--- src/rtl/hsclk_pkg.sv ---
package hsclk_pkg;
  typedef enum logic [1:0] {
    EV_NONE  = 2'd0,
    EV_LEAD  = 2'd1,
    EV_TRAIL = 2'd2
  } hsclk_ev_e;
endpackage

--- src/rtl/hsclk_rst_sync.sv ---
module hsclk_rst_sync #(
  parameter int STAGES = 2
) (
  input  logic clk,
  input  logic rst_n,
  output logic rst_n_sync
);
  logic [STAGES-1:0] chain_q;

  always_ff @(posedge clk or negedge rst_n) begin
    if (!rst_n) chain_q <= '0;
    else        chain_q <= {chain_q[STAGES-2:0], 1'b1};
  end

  assign rst_n_sync = chain_q[STAGES-1];
endmodule

--- src/rtl/hsclk_incr.sv ---
module hsclk_incr #(
  parameter int FW    = 16,
  parameter int ACC_W = 12
) (
  input  logic [FW-1:0]    freq_word,
  input  logic             dbl,
  output logic [ACC_W-1:0] incr
);
  localparam int HALF = 1 << (ACC_W - 1);

  logic [FW:0] scaled;

  always_comb begin
    scaled = dbl ? {freq_word, 1'b0} : {1'b0, freq_word};
    if (scaled > (FW+1)'(HALF)) incr = ACC_W'(HALF);
    else                        incr = scaled[ACC_W-1:0];
  end
endmodule

--- src/rtl/hsclk_accum.sv ---
module hsclk_accum
  import hsclk_pkg::*;
#(
  parameter int ACC_W = 12
) (
  input  logic             clk,
  input  logic             rst_n,
  input  logic             run,
  input  logic             loop_rst,
  input  logic [ACC_W-1:0] incr,
  output hsclk_ev_e        ev
);
  logic [ACC_W-1:0] acc_q, acc_d;
  logic [ACC_W:0]   sum;
  logic             wrap, cross_half;

  always_comb begin
    sum        = {1'b0, acc_q} + {1'b0, incr};
    wrap       = sum[ACC_W];
    cross_half = !acc_q[ACC_W-1] && sum[ACC_W-1] && !wrap;

    if (!run)                 ev = EV_NONE;
    else if (wrap)            ev = EV_TRAIL;
    else if (cross_half)      ev = EV_LEAD;
    else                      ev = EV_NONE;

    if (!run)                 acc_d = '0;
    else if (wrap && loop_rst) acc_d = '0;
    else                      acc_d = sum[ACC_W-1:0];
  end

  always_ff @(posedge clk or negedge rst_n) begin
    if (!rst_n) acc_q <= '0;
    else        acc_q <= acc_d;
  end
endmodule

--- src/rtl/hsclk_edge.sv ---
module hsclk_edge
  import hsclk_pkg::*;
(
  input  logic      clk,
  input  logic      rst_n,
  input  logic      run,
  input  hsclk_ev_e ev,
  input  logic      launch_lead,
  output logic      phase,
  output logic      launch,
  output logic      sample
);
  logic phase_q, phase_d;
  logic launch_q, launch_d;
  logic sample_q, sample_d;

  always_comb begin
    phase_d  = phase_q;
    launch_d = 1'b0;
    sample_d = 1'b0;
    if (!run) begin
      phase_d = 1'b0;
    end else begin
      case (ev)
        EV_LEAD: begin
          phase_d  = 1'b1;
          launch_d = launch_lead;
          sample_d = !launch_lead;
        end
        EV_TRAIL: begin
          phase_d  = 1'b0;
          launch_d = !launch_lead;
          sample_d = launch_lead;
        end
        default: ;
      endcase
    end
  end

  always_ff @(posedge clk or negedge rst_n) begin
    if (!rst_n) begin
      phase_q  <= 1'b0;
      launch_q <= 1'b0;
      sample_q <= 1'b0;
    end else begin
      phase_q  <= phase_d;
      launch_q <= launch_d;
      sample_q <= sample_d;
    end
  end

  assign phase  = phase_q;
  assign launch = launch_q;
  assign sample = sample_q;
endmodule

--- src/rtl/hsclk_gen.sv ---
module hsclk_gen
  import hsclk_pkg::*;
#(
  parameter int FW    = 16,
  parameter int ACC_W = 12,
  parameter int NSS   = 8
) (
  input  logic           clk,
  input  logic           rst_n,
  input  logic           run_i,
  input  logic [FW-1:0]  freq_word_i,
  input  logic           dbl_i,
  input  logic           loop_rst_i,
  input  logic           cpol_i,
  input  logic           launch_lead_i,
  input  logic           gate_en_i,
  input  logic [NSS-1:0] ss_act_i,
  output logic           sclk_o,
  output logic           launch_o,
  output logic           sample_o
);
  logic             rst_n_s;
  logic [ACC_W-1:0] incr;
  hsclk_ev_e        ev;
  logic             phase;
  logic             gated;

  hsclk_rst_sync #(.STAGES(2)) u_rst (
    .clk        (clk),
    .rst_n      (rst_n),
    .rst_n_sync (rst_n_s)
  );

  hsclk_incr #(.FW(FW), .ACC_W(ACC_W)) u_incr (
    .freq_word (freq_word_i),
    .dbl       (dbl_i),
    .incr      (incr)
  );

  hsclk_accum #(.ACC_W(ACC_W)) u_acc (
    .clk      (clk),
    .rst_n    (rst_n_s),
    .run      (run_i),
    .loop_rst (loop_rst_i),
    .incr     (incr),
    .ev       (ev)
  );

  hsclk_edge u_edge (
    .clk         (clk),
    .rst_n       (rst_n_s),
    .run         (run_i),
    .ev          (ev),
    .launch_lead (launch_lead_i),
    .phase       (phase),
    .launch      (launch_o),
    .sample      (sample_o)
  );

  assign gated  = gate_en_i && (ss_act_i == '0);
  assign sclk_o = cpol_i ^ (phase && !gated);
endmodule

--- config.mk ---
export PLATFORM = sky130hd
export DESIGN_NAME = hsclk_gen
export DESIGN_NICKNAME = d
export VERILOG_FILES = /design/src/rtl/hsclk_pkg.sv /design/src/rtl/hsclk_rst_sync.sv /design/src/rtl/hsclk_incr.sv /design/src/rtl/hsclk_accum.sv /design/src/rtl/hsclk_edge.sv /design/src/rtl/hsclk_gen.sv
export SDC_FILE = /design/constraint.sdc
export NUM_CORES = 1
export LEC_CHECK = 0
export CORE_ASPECT_RATIO = 1.4
export CORE_MARGIN = 2
export CORE_UTILIZATION = 45
export CTS_CLUSTER_DIAMETER = 200
export DETAILED_ROUTE_END_ITERATION = 12
export GPL_TIMING_DRIVEN = 0
export PLACE_DENSITY = 0.76
export RECOVER_POWER = 25
export SLEW_MARGIN = 10
export SYNTH_ARGS = -nofsm -noshare
export SYNTH_HDL_FRONTEND = slang
export SYNTH_SLANG_ARGS = --single-unit
--- constraint.sdc ---
create_clock -name clk -period 1.3 [get_ports clk]
set_input_delay 0.26 -clock clk [delete_from_list [all_inputs] [get_ports clk]]
set_output_delay 0.26 -clock clk [all_outputs]
set_load 0.02 [all_outputs]
; ---- Word-level counts from Yosys, hierarchy flattened
; Index checks and enable logic that the tools add are counted.
[totals]
word_cells = 34
rom_bits = 0
mem_count = 0
in_bits = 32
output_inout_bits = 3
mem_bits_rw = 0
latch_bits = 0
reg_bits = 17
[op_classes]
magnitude_cmp = 1
n_reduce_logical = 10
bitwise_logic = 1
shift = 0
addsub = 1
n_mux = 13
eq_ne = 3
n_mul = 0
div_mod_pow = 0
[op_table]
columns = op, count
row1 = $mux 12, 3
row2 = $gt 17x12->1 const B, 1
row3 = $mux 17, 1
row4 = $add 12x12->13, 1
row5 = $logic_not 8->1, 1
row6 = $pmux 1 s2, 3
row7 = $logic_and 1x1->1, 5
row8 = $logic_not 1->1, 4
row9 = $mux 1, 4
row10 = $mux 2, 2
row11 = $ne 3x1->1 const B, 1
row12 = $eq 2x1->1 const B, 1
row13 = $eq 2x2->1 const B, 1
row14 = $xor 1x1->1, 1

; ---- Longest topological paths before layout
[logic_depth]
depth_word = 12
depth_mapped = 13
mapped_depth_nobuf = 12

; ---- Hierarchy
; From an unflattened synthesis, not the netlist that was laid out.
[hier_totals]
cells_unflattened = 154
hier_area_um2 = 1502.7
[modules_own_cells]
columns = module, instances, cells_per_inst, seq_area_each_um2, area_each_um2
row1 = hsclk_accum, 1, 102, 300.3, 948.4
row2 = hsclk_incr, 1, 33, 0.0, 309.0
row3 = hsclk_edge, 1, 12, 75.1, 150.1
row4 = hsclk_rst_sync, 1, 3, 50.0, 53.8
row5 = hsclk_gen, 1, 4, 0.0, 41.3

; ---- Least setup slack after synthesis
; OpenSTA, ideal clock, no wires.
[synth_timing]
kind = in2reg
start = in dbl_i
end = reg u_acc.acc_q[5]
t_required_ns = 1.220
arrival_ns = 2.519
stages = 11
path_buffers = 3
setup_time_ns = 0.080
setup_slack_ns = -1.299
cell_sequence = clkbuf_1 -> buf_1 -> nor3b_1 -> ha_1 -> fa_1 -> a21oi_2 -> o211ai_2 -> a21oi_2 -> o21ai_2 -> buf_6 -> nor3_4
[synth_between]
elab_chain_len = 7
[synth_rtl]
columns = element, line_no
row1 = "start, declared", hsclk_gen.sv:12  ; input logic dbl_i,
row2 = $mux 17 (*), hsclk_incr.sv:14  ; scaled = dbl ? {freq_word, 1'b0} : {1'b0, freq_word};
row3 = $gt 17x12->1, hsclk_incr.sv:15  ; if (scaled > (FW+1)'(HALF)) incr = ACC_W'(HALF);
row4 = $mux 12 (*), hsclk_incr.sv:15
row5 = $add 12x12->13 (*), hsclk_accum.sv:18  ; sum = {1'b0, acc_q} + {1'b0, incr};
row6 = $logic_and 1x1->1, hsclk_accum.sv:28  ; else if (wrap && loop_rst) acc_d = '0;
row7 = $mux 12 (*), hsclk_accum.sv:28
row8 = $mux 12 (*), hsclk_accum.sv:27  ; if (!run) acc_d = '0;
row9 = net u_acc.acc_d[5], hsclk_accum.sv:13  ; logic [ACC_W-1:0] acc_q, acc_d;
row10 = "end signal, assigned", hsclk_accum.sv:33  ; if (!rst_n) acc_q <= '0;
row11 = "end signal, assigned", hsclk_accum.sv:34  ; else acc_q <= acc_d;
row12 = "end, declared", hsclk_accum.sv:13
; The timed path passes the listed nets; every way through them passes the cells marked *.
; A chain may end at the register's enable or synchronous reset.

; ---- Worst setup path in the final report
[layout_timing]
start = in freq_word_i[1]
end = reg u_edge.sample_q, in the netlist u_edge.sample
[layout_between]
elab_chain_len = 12
elab_cells_between_ends = 14
cone_classes = add/sub: 1 / order compare: 1 / eq/ne: 2 / mux: 7 / reduce/logical: 3
[layout_rtl]
columns = element, line_no
row1 = "start, declared", hsclk_gen.sv:11  ; input logic [FW-1:0] freq_word_i,
row2 = $mux 17 (*), hsclk_incr.sv:14
row3 = $gt 17x12->1, hsclk_incr.sv:15
row4 = $mux 12 (*), hsclk_incr.sv:15
row5 = $add 12x12->13 (*), hsclk_accum.sv:18
row6 = $logic_and 1x1->1 or $logic_not 1->1 (tied branches), hsclk_accum.sv:20  ; cross_half = !acc_q[ACC_W-1] && sum[ACC_W-1] && !wrap;
row7 = $logic_and 1x1->1, hsclk_accum.sv:20
row8 = $mux 1, hsclk_accum.sv:24  ; else if (cross_half) ev = EV_LEAD;
row9 = $mux 2 (*), hsclk_accum.sv:23  ; else if (wrap) ev = EV_TRAIL;
row10 = $mux 2 (*), hsclk_accum.sv:22  ; if (!run) ev = EV_NONE;
row11 = $eq 2x2->1 or $eq 2x1->1 (tied branches), hsclk_edge.sv:24  ; case (ev)
row12 = $pmux 1 s2 (*), hsclk_edge.sv:24
row13 = $mux 1 (*), hsclk_edge.sv:21  ; if (!run) begin
row14 = net u_edge.sample_d, hsclk_edge.sv:15  ; logic sample_q, sample_d;
row15 = "end signal, assigned", hsclk_edge.sv:48  ; sample_q <= sample_d;
row16 = "end, declared", hsclk_edge.sv:15
; Marked as above.

==> flow_summary.json <==
{
  "finClkSkew_ps": 3.61,
  "floorplan.initialDensity_pct": 47.1,
  "timing.final.crit_share_pct": 194,
  "period_needed_ps": 2520,
  "leakage_nw": 0.949,
  "final_nets": 265,
  "antenna_found_initial": 0,
  "die_area_um2": 3710,
  "maxCapViolCount": 0,
  "series_of_cell_instances_along_the_critical_path": "buf_8 > nor4_4 > nand4_1 > a21oi_2 > o21ai_2 > buf_4 > nor2_1 > ha_1 > nand4_1 > a21oi_4 > o311a_1 > nor2_2 > o221ai_1",
  "fp.dieW_um": 52.1,
  "row_count": 24,
  "startpoint_types": "input pin",
  "internal_power_w": 0.000954,
  "edff_count_synth": 0,
  "rrSetupSlack_ps": -690,
  "failed_checks": "negative setup slack",
  "clock_tree.root_cell": "sky130_fd_sc_hd__clkbuf_8",
  "worst_path_dominant_cell_family": "simple AND/OR/NAND/NOR gates",
  "critical_path_startpoint": "freq_word_i[1]",
  "n_antenna_cell": 0,
  "layout_commonest_cell": "sky130_fd_sc_hd__dfrtp_1",
  "grt_overflow": 0,
  "timing.critical_path.depth": 13,
  "setup_tns_ps": -17660,
  "clock.fmax_mhz": 396,
  "async_reset_ff_share_pct": 100,
  "detail_route.vias_per_cell": 5.89,
  "power_density_nw_per_um2": 594,
  "place.port_buffers": 33,
  "ant_nets": 0,
  "timing.critical_path.slowest_stage_cell": "sky130_fd_sc_hd__o311a_1",
  "coreArea_um2": 3090,
  "critPathRequiredTime_ps": 1430,
  "detail_route.wl_per_cell_um": 17.9,
  "io-pin-count": 35,
  "synth-main-ff-cell": "sky130_fd_sc_hd__dfrtp_1",
  "dpl_cell_area_um2": 1880,
  "initialDrtViolationCount": 49,
  "synthesis.instances": 164,
  "rr_endpoint": "u_acc.acc_q[5]",
  "run_status": "complete, but fails checks",
  "first_pass_grt_wire_length_um": 6830,
  "cts_inserted_buffers": 3,
  "critical_path.n_buffers_inverters": 2,
  "criticalPathCategory": "in2reg",
  "worst_setup_hold_path_clk_slew_ps": 70,
  "wl_um": 4630,
  "tightest_slew_ps": 683,
  "finalInstanceArea_um2": 2310,
  "area_growth_pct": 58.6,
  "cts_tree": "done",
  "ctsLongestPathBuffers": 2,
  "synth-seq-area-share_pct": 29.2,
  "switching_share_pct": 30.5,
  "clockPowerShare_pct": 30.7,
  "synth_area_um2": 1460,
  "sequentialPowerShare_pct": 41.6,
  "cp_slowest_stage_delay_ps": 390,
  "synth.avg_cell_area_um2": 8.88,
  "floorplan.die.height_um": 71.3,
  "critical_path.reg2reg.startpoint": "u_acc.acc_q[0]",
  "post_synth_net_total": 209,
  "slew_violations": 0,
  "mostFrequentLayoutCells": "sky130_fd_sc_hd__dfrtp_1 (17), sky130_fd_sc_hd__buf_4 (16), sky130_fd_sc_hd__nor2_2 (12), sky130_fd_sc_hd__nor2_1 (12), sky130_fd_sc_hd__mux2i_1 (10)",
  "yosys-top-cells-area": "sky130_fd_sc_hd__dfrtp_1 (29%), sky130_fd_sc_hd__ha_1 (10%), sky130_fd_sc_hd__nor2_1 (7.2%)",
  "slew_headroom_pct": 54.4,
  "final-hold-violation-count": 0,
  "drtPass1Iterations": 4,
  "r2r.worst_path.cells": 8,
  "most_repeated_library_cell_on_the_critical_path": "sky130_fd_sc_hd__nand4_1",
  "detailroute.via_count": 1519,
  "worstSetupEndpointType": "flop",
  "post_cts_hold_buffer_count": 0,
  "clkLatencyLatePin_ps": 260,
  "crit_arrival_ps": 2650,
  "timing.critical_path.to": "u_edge.sample",
  "share_comb_of_total_power_pct": 27.8,
  "first_global_vias": 1588,
  "gr-usage-all-layers_pct": 24.4,
  "drt_drc_violations_left": 0,
  "synth.ff_latch_count": 17,
  "finalWeightedCongestion": 0.876,
  "synth.lib_cells_used.distinct": 44,
  "report.final.setup_viol": 16,
  "fillerInstances": 208,
  "critical_path.max_fanout": 5,
  "yosys_warnings": 0,
  "setup_ws_post_layout_ps": -1220,
  "proportion_of_layout_cells_with_a_drive_suffix_above_1_pct": 42.5,
  "hold_path_class": "in2async",
  "cts.htree.levels": 1,
  "clkSinkCount": 17,
  "cell_type_with_the_highest_aggregate_area_in_the_netlist": "sky130_fd_sc_hd__dfrtp_1",
  "net-switching-power_w": 0.000419,
  "unrepaired_setup_endpoints_after_global_routing": "true",
  "ir_drop_mv": 0.533,
  "dp_hpwl_um": 2910,
  "grt_start_max_net_pins": 16,
  "synth_top_cell_area_share_pct": 29.2
}
[what timing repair did]
item                                    in CTS  in global routing
gates cloned                                 2                  0
endpoints found under the setup margin      18                 16
pin swaps                                   31                 14
buffers inserted                            12                  4
resized for setup                           99                 44
[area by class of cell]
type                            instances  area (um2)  share of cell area (%)
Multi-Input combinational cell        135        1290                    55.9
Timing Repair Buffer                   51         430                    18.6
Sequential cell                        17         425                    18.4
Tap cell                               39        48.8                    2.11
Buffer                                  5        42.5                    1.84
Clock buffer                            3        41.3                    1.79
Inverter                                7        26.3                    1.14
Clock inverter                          1        5.00                   0.217
[kinds of logic after synthesis]
| group | synth area share [%] |
|---|---|
| compound gates | 20.2 |
| simple gates | 22.8 |
| other cells | 0.257 |
| fa+ha+maj | 11.7 |
| mux | 6.87 |
| buf+inv | 4.21 |
| xor+xnor | 4.81 |
| flops | 29.2 |
[registers in the layout, indices dropped and copies added, names as in the netlist]
name and cells:
u_rst.chain_q 2, u_edge.phase 1, u_acc.acc_q 12, u_edge.launch 1, u_edge.sample 1
[metrics by stage]
step           utilization [%]  setup slack [ps]  total power, W  hold slack [ps]  instances
2_1_floorplan                -             -1080        0.000742            -35.6        164
3_3_place_gp              60.7             -1880        0.000899              285        236
3_5_place_dp              60.7             -2000        0.000911              293        236
4_1_cts                   69.3             -1130         0.00134              157        254
5_1_grt                   74.7             -1350         0.00142              229        258
6_report                  74.7             -1220         0.00137              224        258
[per-layer routing]
layer	vias up	share of wire (%)	wire length (um)	global-route usage, %
li1	709	-	-	-
met1	729	37	1730	24.7
met2	65	55	2560	46.7
met3	16	4.4	206	3.54
met4	0	2.8	128	11.7
met5	-	0	0	0
[cells in the mapped netlist, types with 3 or more instances]
cell / instances
sky130_fd_sc_hd__nand3_1: 5
sky130_fd_sc_hd__a21oi_2: 6
sky130_fd_sc_hd__inv_1: 7
sky130_fd_sc_hd__nand4_1: 6
sky130_fd_sc_hd__xor2_1: 3
sky130_fd_sc_hd__nor2_1: 28
sky130_fd_sc_hd__xnor2_1: 5
sky130_fd_sc_hd__a21oi_1: 7
sky130_fd_sc_hd__nor4_1: 5
sky130_fd_sc_hd__nand2_1: 6
sky130_fd_sc_hd__o21ai_0: 5
sky130_fd_sc_hd__dfrtp_1: 17
sky130_fd_sc_hd__ha_1: 12
sky130_fd_sc_hd__nor3_1: 5
sky130_fd_sc_hd__mux2i_1: 10
[power by group through the flow]
stage	sequential (W)	clock (W)	combinational, W
after floorplan	0.000581	0	0.000161
after global placement	0.000579	0	0.000320
after detailed placement	0.000580	0	0.000330
after CTS	0.000570	0.000415	0.000354
after global routing	0.000574	0.000439	0.000409
final	0.000570	0.000421	0.000381
[how the worst min path moves through the flow]
stage                      from          endpoint  slack [ps]  depth (start not counted)
2_1_floorplan             rst_n  u_rst.chain_q[0]         -40                          0
3_3_place_gp   u_rst.chain_q[1]     u_edge.launch         290                          0
3_5_place_dp   u_rst.chain_q[1]     u_edge.launch         290                          0
4_1_cts                   rst_n  u_rst.chain_q[0]         160                          1
5_1_grt                   rst_n  u_rst.chain_q[0]         230                          1
6_report                  rst_n  u_rst.chain_q[1]         220                          1
(Power assumes the default switching activity.)
